==> config.mk <==
export PLATFORM = sky130hd
export DESIGN_NAME = acc_alu
export DESIGN_NICKNAME = d
export VERILOG_FILES = /design/src/rtl/acc_alu_pkg.sv /design/src/rtl/alu_add8.sv /design/src/rtl/alu_shift8.sv /design/src/rtl/ptr_adj16.sv /design/src/rtl/acc_alu.sv
export SDC_FILE = /design/constraint.sdc
export NUM_CORES = 1
export LEC_CHECK = 0
export ABC_AREA = 1
export ABC_CLOCK_PERIOD_IN_PS = 2600
export BUFFER_PORTS_ARGS = -buffer_cell sky130_fd_sc_hd__buf_2
export CAP_MARGIN = 40
export CORE_MARGIN = 5
export CORE_UTILIZATION = 39
export DETAILED_ROUTE_END_ITERATION = 6
export GPL_TIMING_DRIVEN = 0
export PLACE_DENSITY = 0.77
export SETUP_SLACK_MARGIN = 0.3
export SYNTH_ARGS = -nofsm -noshare
export SYNTH_HDL_FRONTEND = slang
export SYNTH_HIERARCHICAL = 1
export SYNTH_SLANG_ARGS = --single-unit
export TNS_END_PERCENT = 10
==> constraint.sdc <==
create_clock -name vclk -period 2.6
set_clock_uncertainty 0.15 [all_clocks]
set_input_delay 0.26 -clock vclk [all_inputs]
set_output_delay 0.26 -clock vclk [all_outputs]
set_load 0.02 [all_outputs]
==> src/rtl/acc_alu_pkg.sv <==
package acc_alu_pkg;
  typedef enum logic [2:0] {
    OP_ADC   = 3'd0,
    OP_ADD   = 3'd1,
    OP_AND   = 3'd2,
    OP_SHL   = 3'd3,
    OP_SHR   = 3'd4,
    OP_SPADJ = 3'd5,
    OP_HXADJ = 3'd6
  } alu_op_e;

  localparam int CCR_V = 7;
  localparam int CCR_H = 4;
  localparam int CCR_I = 3;
  localparam int CCR_N = 2;
  localparam int CCR_Z = 1;
  localparam int CCR_C = 0;
  localparam logic [7:0] CCR_FIXED = 8'h60;
  localparam logic [7:0] CCR_RST   = 8'h68;
endpackage

==> src/rtl/alu_add8.sv <==
module alu_add8 #(
  parameter int DW = 8
) (
  input  logic          clk_i,
  input  logic          rst_ni,
  input  logic [DW-1:0] a_i,
  input  logic [DW-1:0] b_i,
  input  logic          cin_i,
  output logic [DW-1:0] sum_o,
  output logic          c_o,
  output logic          h_o,
  output logic          v_o
);
  localparam int NIB = DW / 2;

  logic [DW:0]  full;
  logic [NIB:0] low;

  assign full  = {1'b0, a_i} + {1'b0, b_i} + {{DW{1'b0}}, cin_i};
  assign low   = {1'b0, a_i[NIB-1:0]} + {1'b0, b_i[NIB-1:0]} + {{NIB{1'b0}}, cin_i};
  assign sum_o = full[DW-1:0];
  assign c_o   = full[DW];
  assign h_o   = low[NIB];
  assign v_o   = (a_i[DW-1] ~^ b_i[DW-1]) & (full[DW-1] ^ a_i[DW-1]);

  // overflow equals carry into sign bit XOR carry out of it
  p_add_ovf_r4: assert property (@(posedge clk_i) disable iff (!rst_ni)
    v_o == ((a_i[DW-1] ^ b_i[DW-1] ^ sum_o[DW-1]) ^ c_o));
endmodule

==> src/rtl/alu_shift8.sv <==
module alu_shift8 #(
  parameter int DW = 8
) (
  input  logic          clk_i,
  input  logic          rst_ni,
  input  logic [DW-1:0] a_i,
  input  logic          right_i,
  output logic [DW-1:0] res_o,
  output logic          c_o
);
  always_comb begin
    if (right_i) begin
      res_o = {a_i[DW-1], a_i[DW-1:1]};
      c_o   = a_i[0];
    end else begin
      res_o = {a_i[DW-2:0], 1'b0};
      c_o   = a_i[DW-1];
    end
  end

  p_shr_sign_r8: assert property (@(posedge clk_i) disable iff (!rst_ni)
    right_i |-> (res_o[DW-1] == res_o[DW-2]));
  p_shl_lsb_r7: assert property (@(posedge clk_i) disable iff (!rst_ni)
    !right_i |-> (res_o[0] == 1'b0));
endmodule

==> src/rtl/ptr_adj16.sv <==
module ptr_adj16 #(
  parameter int PW = 16,
  parameter int DW = 8
) (
  input  logic          clk_i,
  input  logic          rst_ni,
  input  logic [PW-1:0] base_i,
  input  logic [DW-1:0] imm_i,
  output logic [PW-1:0] res_o
);
  localparam int EXT = PW - DW;

  logic [PW-1:0] imm_sx;

  assign imm_sx = {{EXT{imm_i[DW-1]}}, imm_i};
  assign res_o  = base_i + imm_sx;

  // low byte must be recoverable by subtraction
  p_ptr_back_r10: assert property (@(posedge clk_i) disable iff (!rst_ni)
    (res_o[DW-1:0] - imm_i) == base_i[DW-1:0]);
endmodule

==> src/rtl/acc_alu.sv <==
module acc_alu
  import acc_alu_pkg::*;
#(
  parameter int DW      = 8,
  parameter int PW      = 16,
  parameter bit CCR_REG = 1'b0
) (
  input  logic          clk_i,
  input  logic          rst_ni,
  input  logic [2:0]    op_i,
  input  logic [DW-1:0] acc_i,
  input  logic [DW-1:0] opnd_i,
  input  logic [7:0]    ccr_i,
  input  logic [PW-1:0] sp_i,
  input  logic [PW-1:0] hx_i,
  output logic [DW-1:0] res_o,
  output logic [PW-1:0] sp_o,
  output logic [PW-1:0] hx_o,
  output logic [7:0]    ccr_o
);
  alu_op_e op;
  assign op = alu_op_e'(op_i);

  logic [DW-1:0] add_sum, shf_res;
  logic          add_c, add_h, add_v, shf_c;
  logic [PW-1:0] sp_adj, hx_adj;
  logic [7:0]    ccr_nxt;
  logic          is_ptr;

  alu_add8 #(.DW(DW)) u_add (
    .clk_i, .rst_ni,
    .a_i   (acc_i),
    .b_i   (opnd_i),
    .cin_i (op == OP_ADC && ccr_i[CCR_C]),
    .sum_o (add_sum),
    .c_o   (add_c),
    .h_o   (add_h),
    .v_o   (add_v)
  );

  alu_shift8 #(.DW(DW)) u_shf (
    .clk_i, .rst_ni,
    .a_i     (acc_i),
    .right_i (op == OP_SHR),
    .res_o   (shf_res),
    .c_o     (shf_c)
  );

  ptr_adj16 #(.PW(PW), .DW(DW)) u_sp (
    .clk_i, .rst_ni, .base_i(sp_i), .imm_i(opnd_i), .res_o(sp_adj)
  );

  ptr_adj16 #(.PW(PW), .DW(DW)) u_hx (
    .clk_i, .rst_ni, .base_i(hx_i), .imm_i(opnd_i), .res_o(hx_adj)
  );

  assign is_ptr = (op == OP_SPADJ) || (op == OP_HXADJ);
  assign sp_o   = (op == OP_SPADJ) ? sp_adj : sp_i;
  assign hx_o   = (op == OP_HXADJ) ? hx_adj : hx_i;

  always_comb begin
    res_o   = acc_i;
    ccr_nxt = ccr_i | CCR_FIXED;
    unique case (op)
      OP_ADC, OP_ADD: begin
        res_o          = add_sum;
        ccr_nxt[CCR_V] = add_v;
        ccr_nxt[CCR_H] = add_h;
        ccr_nxt[CCR_C] = add_c;
      end
      OP_AND: begin
        res_o          = acc_i & opnd_i;
        ccr_nxt[CCR_V] = 1'b0;
      end
      OP_SHL, OP_SHR: begin
        res_o          = shf_res;
        ccr_nxt[CCR_C] = shf_c;
        ccr_nxt[CCR_V] = shf_res[DW-1] ^ shf_c;
      end
      default: ;
    endcase
    if (!is_ptr) begin
      ccr_nxt[CCR_N] = res_o[DW-1];
      ccr_nxt[CCR_Z] = (res_o == '0);
    end
  end

  generate
    if (CCR_REG) begin : g_ccr_q
      logic [7:0] ccr_q;
      always_ff @(posedge clk_i or negedge rst_ni) begin
        if (!rst_ni) ccr_q <= CCR_RST;
        else         ccr_q <= ccr_nxt;
      end
      assign ccr_o = ccr_q;
    end else begin : g_ccr_c
      assign ccr_o = ccr_nxt;
    end
  endgenerate

  p_mask_kept_r13: assert property (@(posedge clk_i) disable iff (!rst_ni)
    ccr_nxt[CCR_I] == ccr_i[CCR_I]);
  p_fixed_ones_r13: assert property (@(posedge clk_i) disable iff (!rst_ni)
    ccr_nxt[6:5] == 2'b11);
  p_zero_flag_r5: assert property (@(posedge clk_i) disable iff (!rst_ni)
    !is_ptr |-> (ccr_nxt[CCR_Z] == (res_o == '0)));
  p_and_clr_v_r6: assert property (@(posedge clk_i) disable iff (!rst_ni)
    (op == OP_AND) |-> !ccr_nxt[CCR_V]);
  p_shift_v_r9: assert property (@(posedge clk_i) disable iff (!rst_ni)
    (op == OP_SHL || op == OP_SHR) |->
      (ccr_nxt[CCR_V] == (ccr_nxt[CCR_N] ^ ccr_nxt[CCR_C])));
  p_ptr_flags_r12: assert property (@(posedge clk_i) disable iff (!rst_ni)
    is_ptr |-> ({ccr_nxt[7], ccr_nxt[4:0]} == {ccr_i[7], ccr_i[4:0]}) && (res_o == acc_i));
endmodule

# Word level (Yosys, flattened, before mapping)
# Index checks and enable logic that the tools add are counted.
[word_totals] register_bits=0 input_bits=61 out_inout_bits=48
[op_classes] n_addsub=6 eq_ne=6 mux=9 bitwise_logic=5 reduce_logical=6
[op_table] cell="$add A16 B16 Y16" count=2
[op_table] cell="$mux W16" count=2
[op_table] cell="$pmux W8 S3" count=1
[op_table] cell="$add A8 B8 Y9" count=1
[op_table] cell="$add A9 B1 Y9" count=1
[op_table] cell="$eq A3 B3 Y1 const B" count=3
[op_table] cell="$and A8 B8 Y8" count=1
[op_table] cell="$logic_not A8 Y1" count=1
[op_table] cell="$mux W8" count=1
[op_table] cell="$eq A3 B2 Y1 const B" count=2
[op_table] cell="$add A4 B4 Y5" count=1
[op_table] cell="$add A5 B1 Y5" count=1
[op_table] cell="$reduce_or A2 Y1" count=2
[op_table] cell="$eq A3 B1 Y1 const B" count=1
[op_table] cell="$logic_not A3 Y1" count=1
[op_table] cell="$pmux W1 S3" count=1
[op_table] cell="$mux W1" count=2
[op_table] cell="$mux W2" count=1
[op_table] cell="$pmux W1 S2" count=1
[op_table] cell="$xor A1 B1 Y1" count=2
[op_table] cell="$and A1 B1 Y1" count=1
[op_table] cell="$logic_and A1 B1 Y1" count=1
[op_table] cell="$logic_or A1 B1 Y1" count=1
[op_table] cell="$xnor A1 B1 Y1" count=1

# Logic depth before layout (Yosys ltp)
[logic_depth] ltp_word=6 depth_mapped=18 ltp_nobuf=17

# Hierarchy
# The synthesis kept the hierarchy.
[modules_own_cells] mod="ptr_adj16 (u_sp)" instances=1 cells_per_inst=179 area_each_um2=938.4
[modules_own_cells] mod="ptr_adj16 (u_hx)" instances=1 cells_per_inst=176 area_each_um2=930.9
[modules_own_cells] mod="acc_alu" instances=1 cells_per_inst=149 area_each_um2=879.6
[modules_own_cells] mod="alu_add8" instances=1 cells_per_inst=56 area_each_um2=354.1
[modules_own_cells] mod="alu_shift8" instances=1 cells_per_inst=27 area_each_um2=108.9

# Worst setup path before layout
# OpenSTA, ideal clock, no wires.
[synth_path] path_type="input -> output" start="input op_i[1]" end="output ccr_o[1]" arrival_time_ns=2.357 required_time_ns=2.190 setup_slack_ns=-0.167 cell_stages=18 path_cell_list="clkbuf_2 > nor2_1 > inv_1 > nor2_1 > fa_1 > fa_1 > nand3_1 > nand2_2 > nand2_1 > nand2_1 > xor2_1 > nand2_1 > nand2_1 > nor2_1 > nand2_1 > nor2_1 > nand3_1 > nand2_1"
[synth_between] elab_chain_cells=6
[synth_lines] element="start, declared" line_no="acc_alu.sv:10" source="input logic [2:0] op_i,"
[synth_lines] element="$logic_not A3 Y1" line_no="acc_alu.sv:34" source=".cin_i (op == OP_ADC && ccr_i[CCR_C]),"
[synth_lines] element="$logic_and A1 B1 Y1" line_no="acc_alu.sv:34"
[synth_lines] element="$add A9 B1 Y9" line_no="alu_add8.sv:19" source="assign full = {1'b0, a_i} + {1'b0, b_i} + {{DW{1'b0}}, cin_i};"
[synth_lines] element="via add_sum[6]" line_no="acc_alu.sv:24" source="logic [DW-1:0] add_sum, shf_res;"
[synth_lines] element="$pmux W8 S3" line_no="acc_alu.sv:64" source="unique case (op)"
[synth_lines] element="$logic_not A8 Y1" line_no="acc_alu.sv:84" source="ccr_nxt[CCR_Z] = (res_o == '0);"
[synth_lines] element="$mux W2" line_no="acc_alu.sv:82" source="if (!is_ptr) begin"
[synth_lines] element="end, declared" line_no="acc_alu.sv:19" source="output logic [7:0] ccr_o"
# The timed path passes the listed nets, and every way through them passes these cells.

# Final worst setup path
# Ends and elaborated chain as after synthesis.

==> run_results.csv <==
group,metric,value,unit
route,vias,3756,
cells_and_area,nNetsFinal,810,
setup_path,worst_setup_path_start_kind,"primary input",
cells_and_area,finish.utilization,0.5345,
route,remaining_drc_errors,0,
synth,synth_area_per_cell,5.472,um2
die,die-width,100.8,um
grt,antenna_found_initial,1,
status,status,"complete, but fails checks",
power,clkPwrFrac,0,
sta,finalHoldViolations,0,
synth,synth_cells,587,
cells_and_area,final-seq-area,0,um2
die,dieArea,10150,um2
sta,period_needed,2787,ps
route,dr.pass1.iters,4,
power,combPwrFrac,1.000,
status,failed_checks,"negative setup slack",
power,total_power,1.031,mW
setup_path,crit_slowest_cell,"fa_2",
synth,synthTopCellsByCount,"nand2_1, inv_1, nor2_1",
cts,hold_buffers,0,
synth,synth_area_leaders,"nand2_1, ha_1, inv_1, mux2_2, nor2_1",
setup_path,critPathKind,"in -> out",
grt,grt.total_usage,0.1781,
sta,fin_setup_tns,-227.8,ps
power,power.leakage,2.610,nW
synth,syn_area,3212,um2
setup_path,crit_arrival,2380,ps
cells_and_area,syn_to_final_growth,35.37,%
die,core_area,8134,um2
die,ios,109,
setup_path,path_max_fanout,4,
power,p_seq_frac,0,
hold_path,holdCritPathClass,"in -> out",
cells_and_area,fin_area,4348,um2
die,start_util,0.3949,
placed_design,placed_area,3869,um2
die,die_y,100.8,um
synth,yosysMostFrequentCell,"nand2_1",
grt,grt_start_max_net_pins,21,
cells_and_area,nClkBuffers,0,
route,drt-wirelength-per-cell,12.02,um
cells_and_area,flops_and_latches,0,
power,switching_share,0.5834,
synth,synth_cell_types,29,
setup_path,worstPathCellList,"clkbuf_16, nor2_4, inv_2, nor2_2, fa_2, fa_2, nand3_2, nand2_4, nand2_1, nand2_1, xor2_1, nand2_1, nand2_1, nor2_2, nand2_1, nor2_2, nand3_2, nand2_2, buf_6",
grt,grt_pass1_vias,3433,
sta,setup_ws,-187.3,ps
setup_path,cp.required,2190,ps
sta,rsz0062_at_grt,"true",
power,power_density,237.1,nW/um2
route,vias_per_cell,4.631,
sta,fin_crit_sh,1.072,
setup_path,end_kind,"output port",
cells_and_area,drive_above_1_share,0.3442,
route,ant_nets,0,
route,drtIter0Drc,107,
flow_run,drv_cap,0,
grt,gr-total-overflow,0,
route,wirelength,9751,um
cells_and_area,antennaDiodeCount,0,
placed_design,numPortBuffers,101,
die,rows,33,
synth,yosysWarnings,6,
hold_path,whs_path_depth,2,
sta,setup_viol,2,
sta,maxSlewViolCount,0,
grt,grt_pass1_wl,15390,um
power,irDropWorstVdd,0.09719,mV
power,power.switching,601.5,uW
synth,synth-seq-area-share,0,
synth,yosysTopAreaCell,"nand2_1",
placed_design,dp_hpwl,7792,um
setup_path,cp_common_cell,"nand2_1",
placed_design,place_congestion,0.8751,
power,p_int,429.5,uW
sta,max_freq,358.8,MHz
setup_path,max_stage_delay,370,ps
synth,netlist.area_leader.share,0.2618,
==> power groups by stage <==
stage / Sequential, mW / Combinational (mW) / Clock (mW)
6_report: 0 / 1.03 / 0
3_5_place_dp: 0 / 0.905 / 0
3_3_place_gp: 0 / 0.895 / 0
4_1_cts: 0 / 0.945 / 0
2_1_floorplan: 0 / 0.656 / 0
5_1_grt: 0 / 1.15 / 0
==> cell type report <==
type | count | area (um2)
fill | 844 | 3786
buffer | 9 | 87.58
multi-input combinational | 470 | 2983
timing repair buffer | 118 | 726.9
tap | 105 | 131.4
inverter | 109 | 419.2
==> what timing repair did <==
item	4_1_cts	5_1_grt
setup buffers	8	9
setup endpoints to repair	25	30
cloned	0	0
pin swaps	14	23
resized for setup	33	54
==> metal layers <==
| layer | vias to the layer above | share of wire | GRT usage |
|---|---|---|---|
| met5 | - | 0.00072 | 0 |
| met3 | 6 | 0.047 | 0.007612 |
| met1 | 1610 | 0.47 | 0.2472 |
| met2 | 83 | 0.48 | 0.3180 |
| li1 | 2055 | - | - |
| met4 | 2 | 0.0047 | 0.01036 |
==> per-stage QoR <==
stage                     std cells  hold WS [ps]  setup slack [ps]
final                           811         588.4            -187.3
after CTS                       802         590.6            -299.5
after floorplan                 588         482.6             11.07
after detailed placement        794         590.6            -412.4
after global routing            811         596.5            -276.8
after global placement          794         589.3            -400.8
==> cell families after synthesis <==
family,share of synthesized area
compound gates,0.05064
xor+xnor,0.05999
fa+ha+maj,0.1691
buf+inv,0.1484
mux,0.1157
other cells,0.001168
simple gates,0.4550
==> final timing paths <==
| check | start | to |
|---|---|---|
| max | op_i[1] | ccr_o[1] |
| min | ccr_i[3] | ccr_o[3] |
==> critical path: cells and delay by family <==
kind          cells  cell delay (ps)
xor+xnor          1              140
fa+ha+maj         2              720
buf+inv           3              270
simple gates     13             1000
==> placed cells by master, fill, tap and decap left out, drive strengths merged, types with 3 or more instances in the layout <==
cell type	count
nor3	6
o211ai	5
a21oi	20
xnor2	5
mux2	33
nand3	29
buf	125
nand2	245
ha	37
or2	3
fa	4
nand4	4
inv	109
nor2	55
xor2	17
No activity file was read; power rests on OpenSTA's default activity.
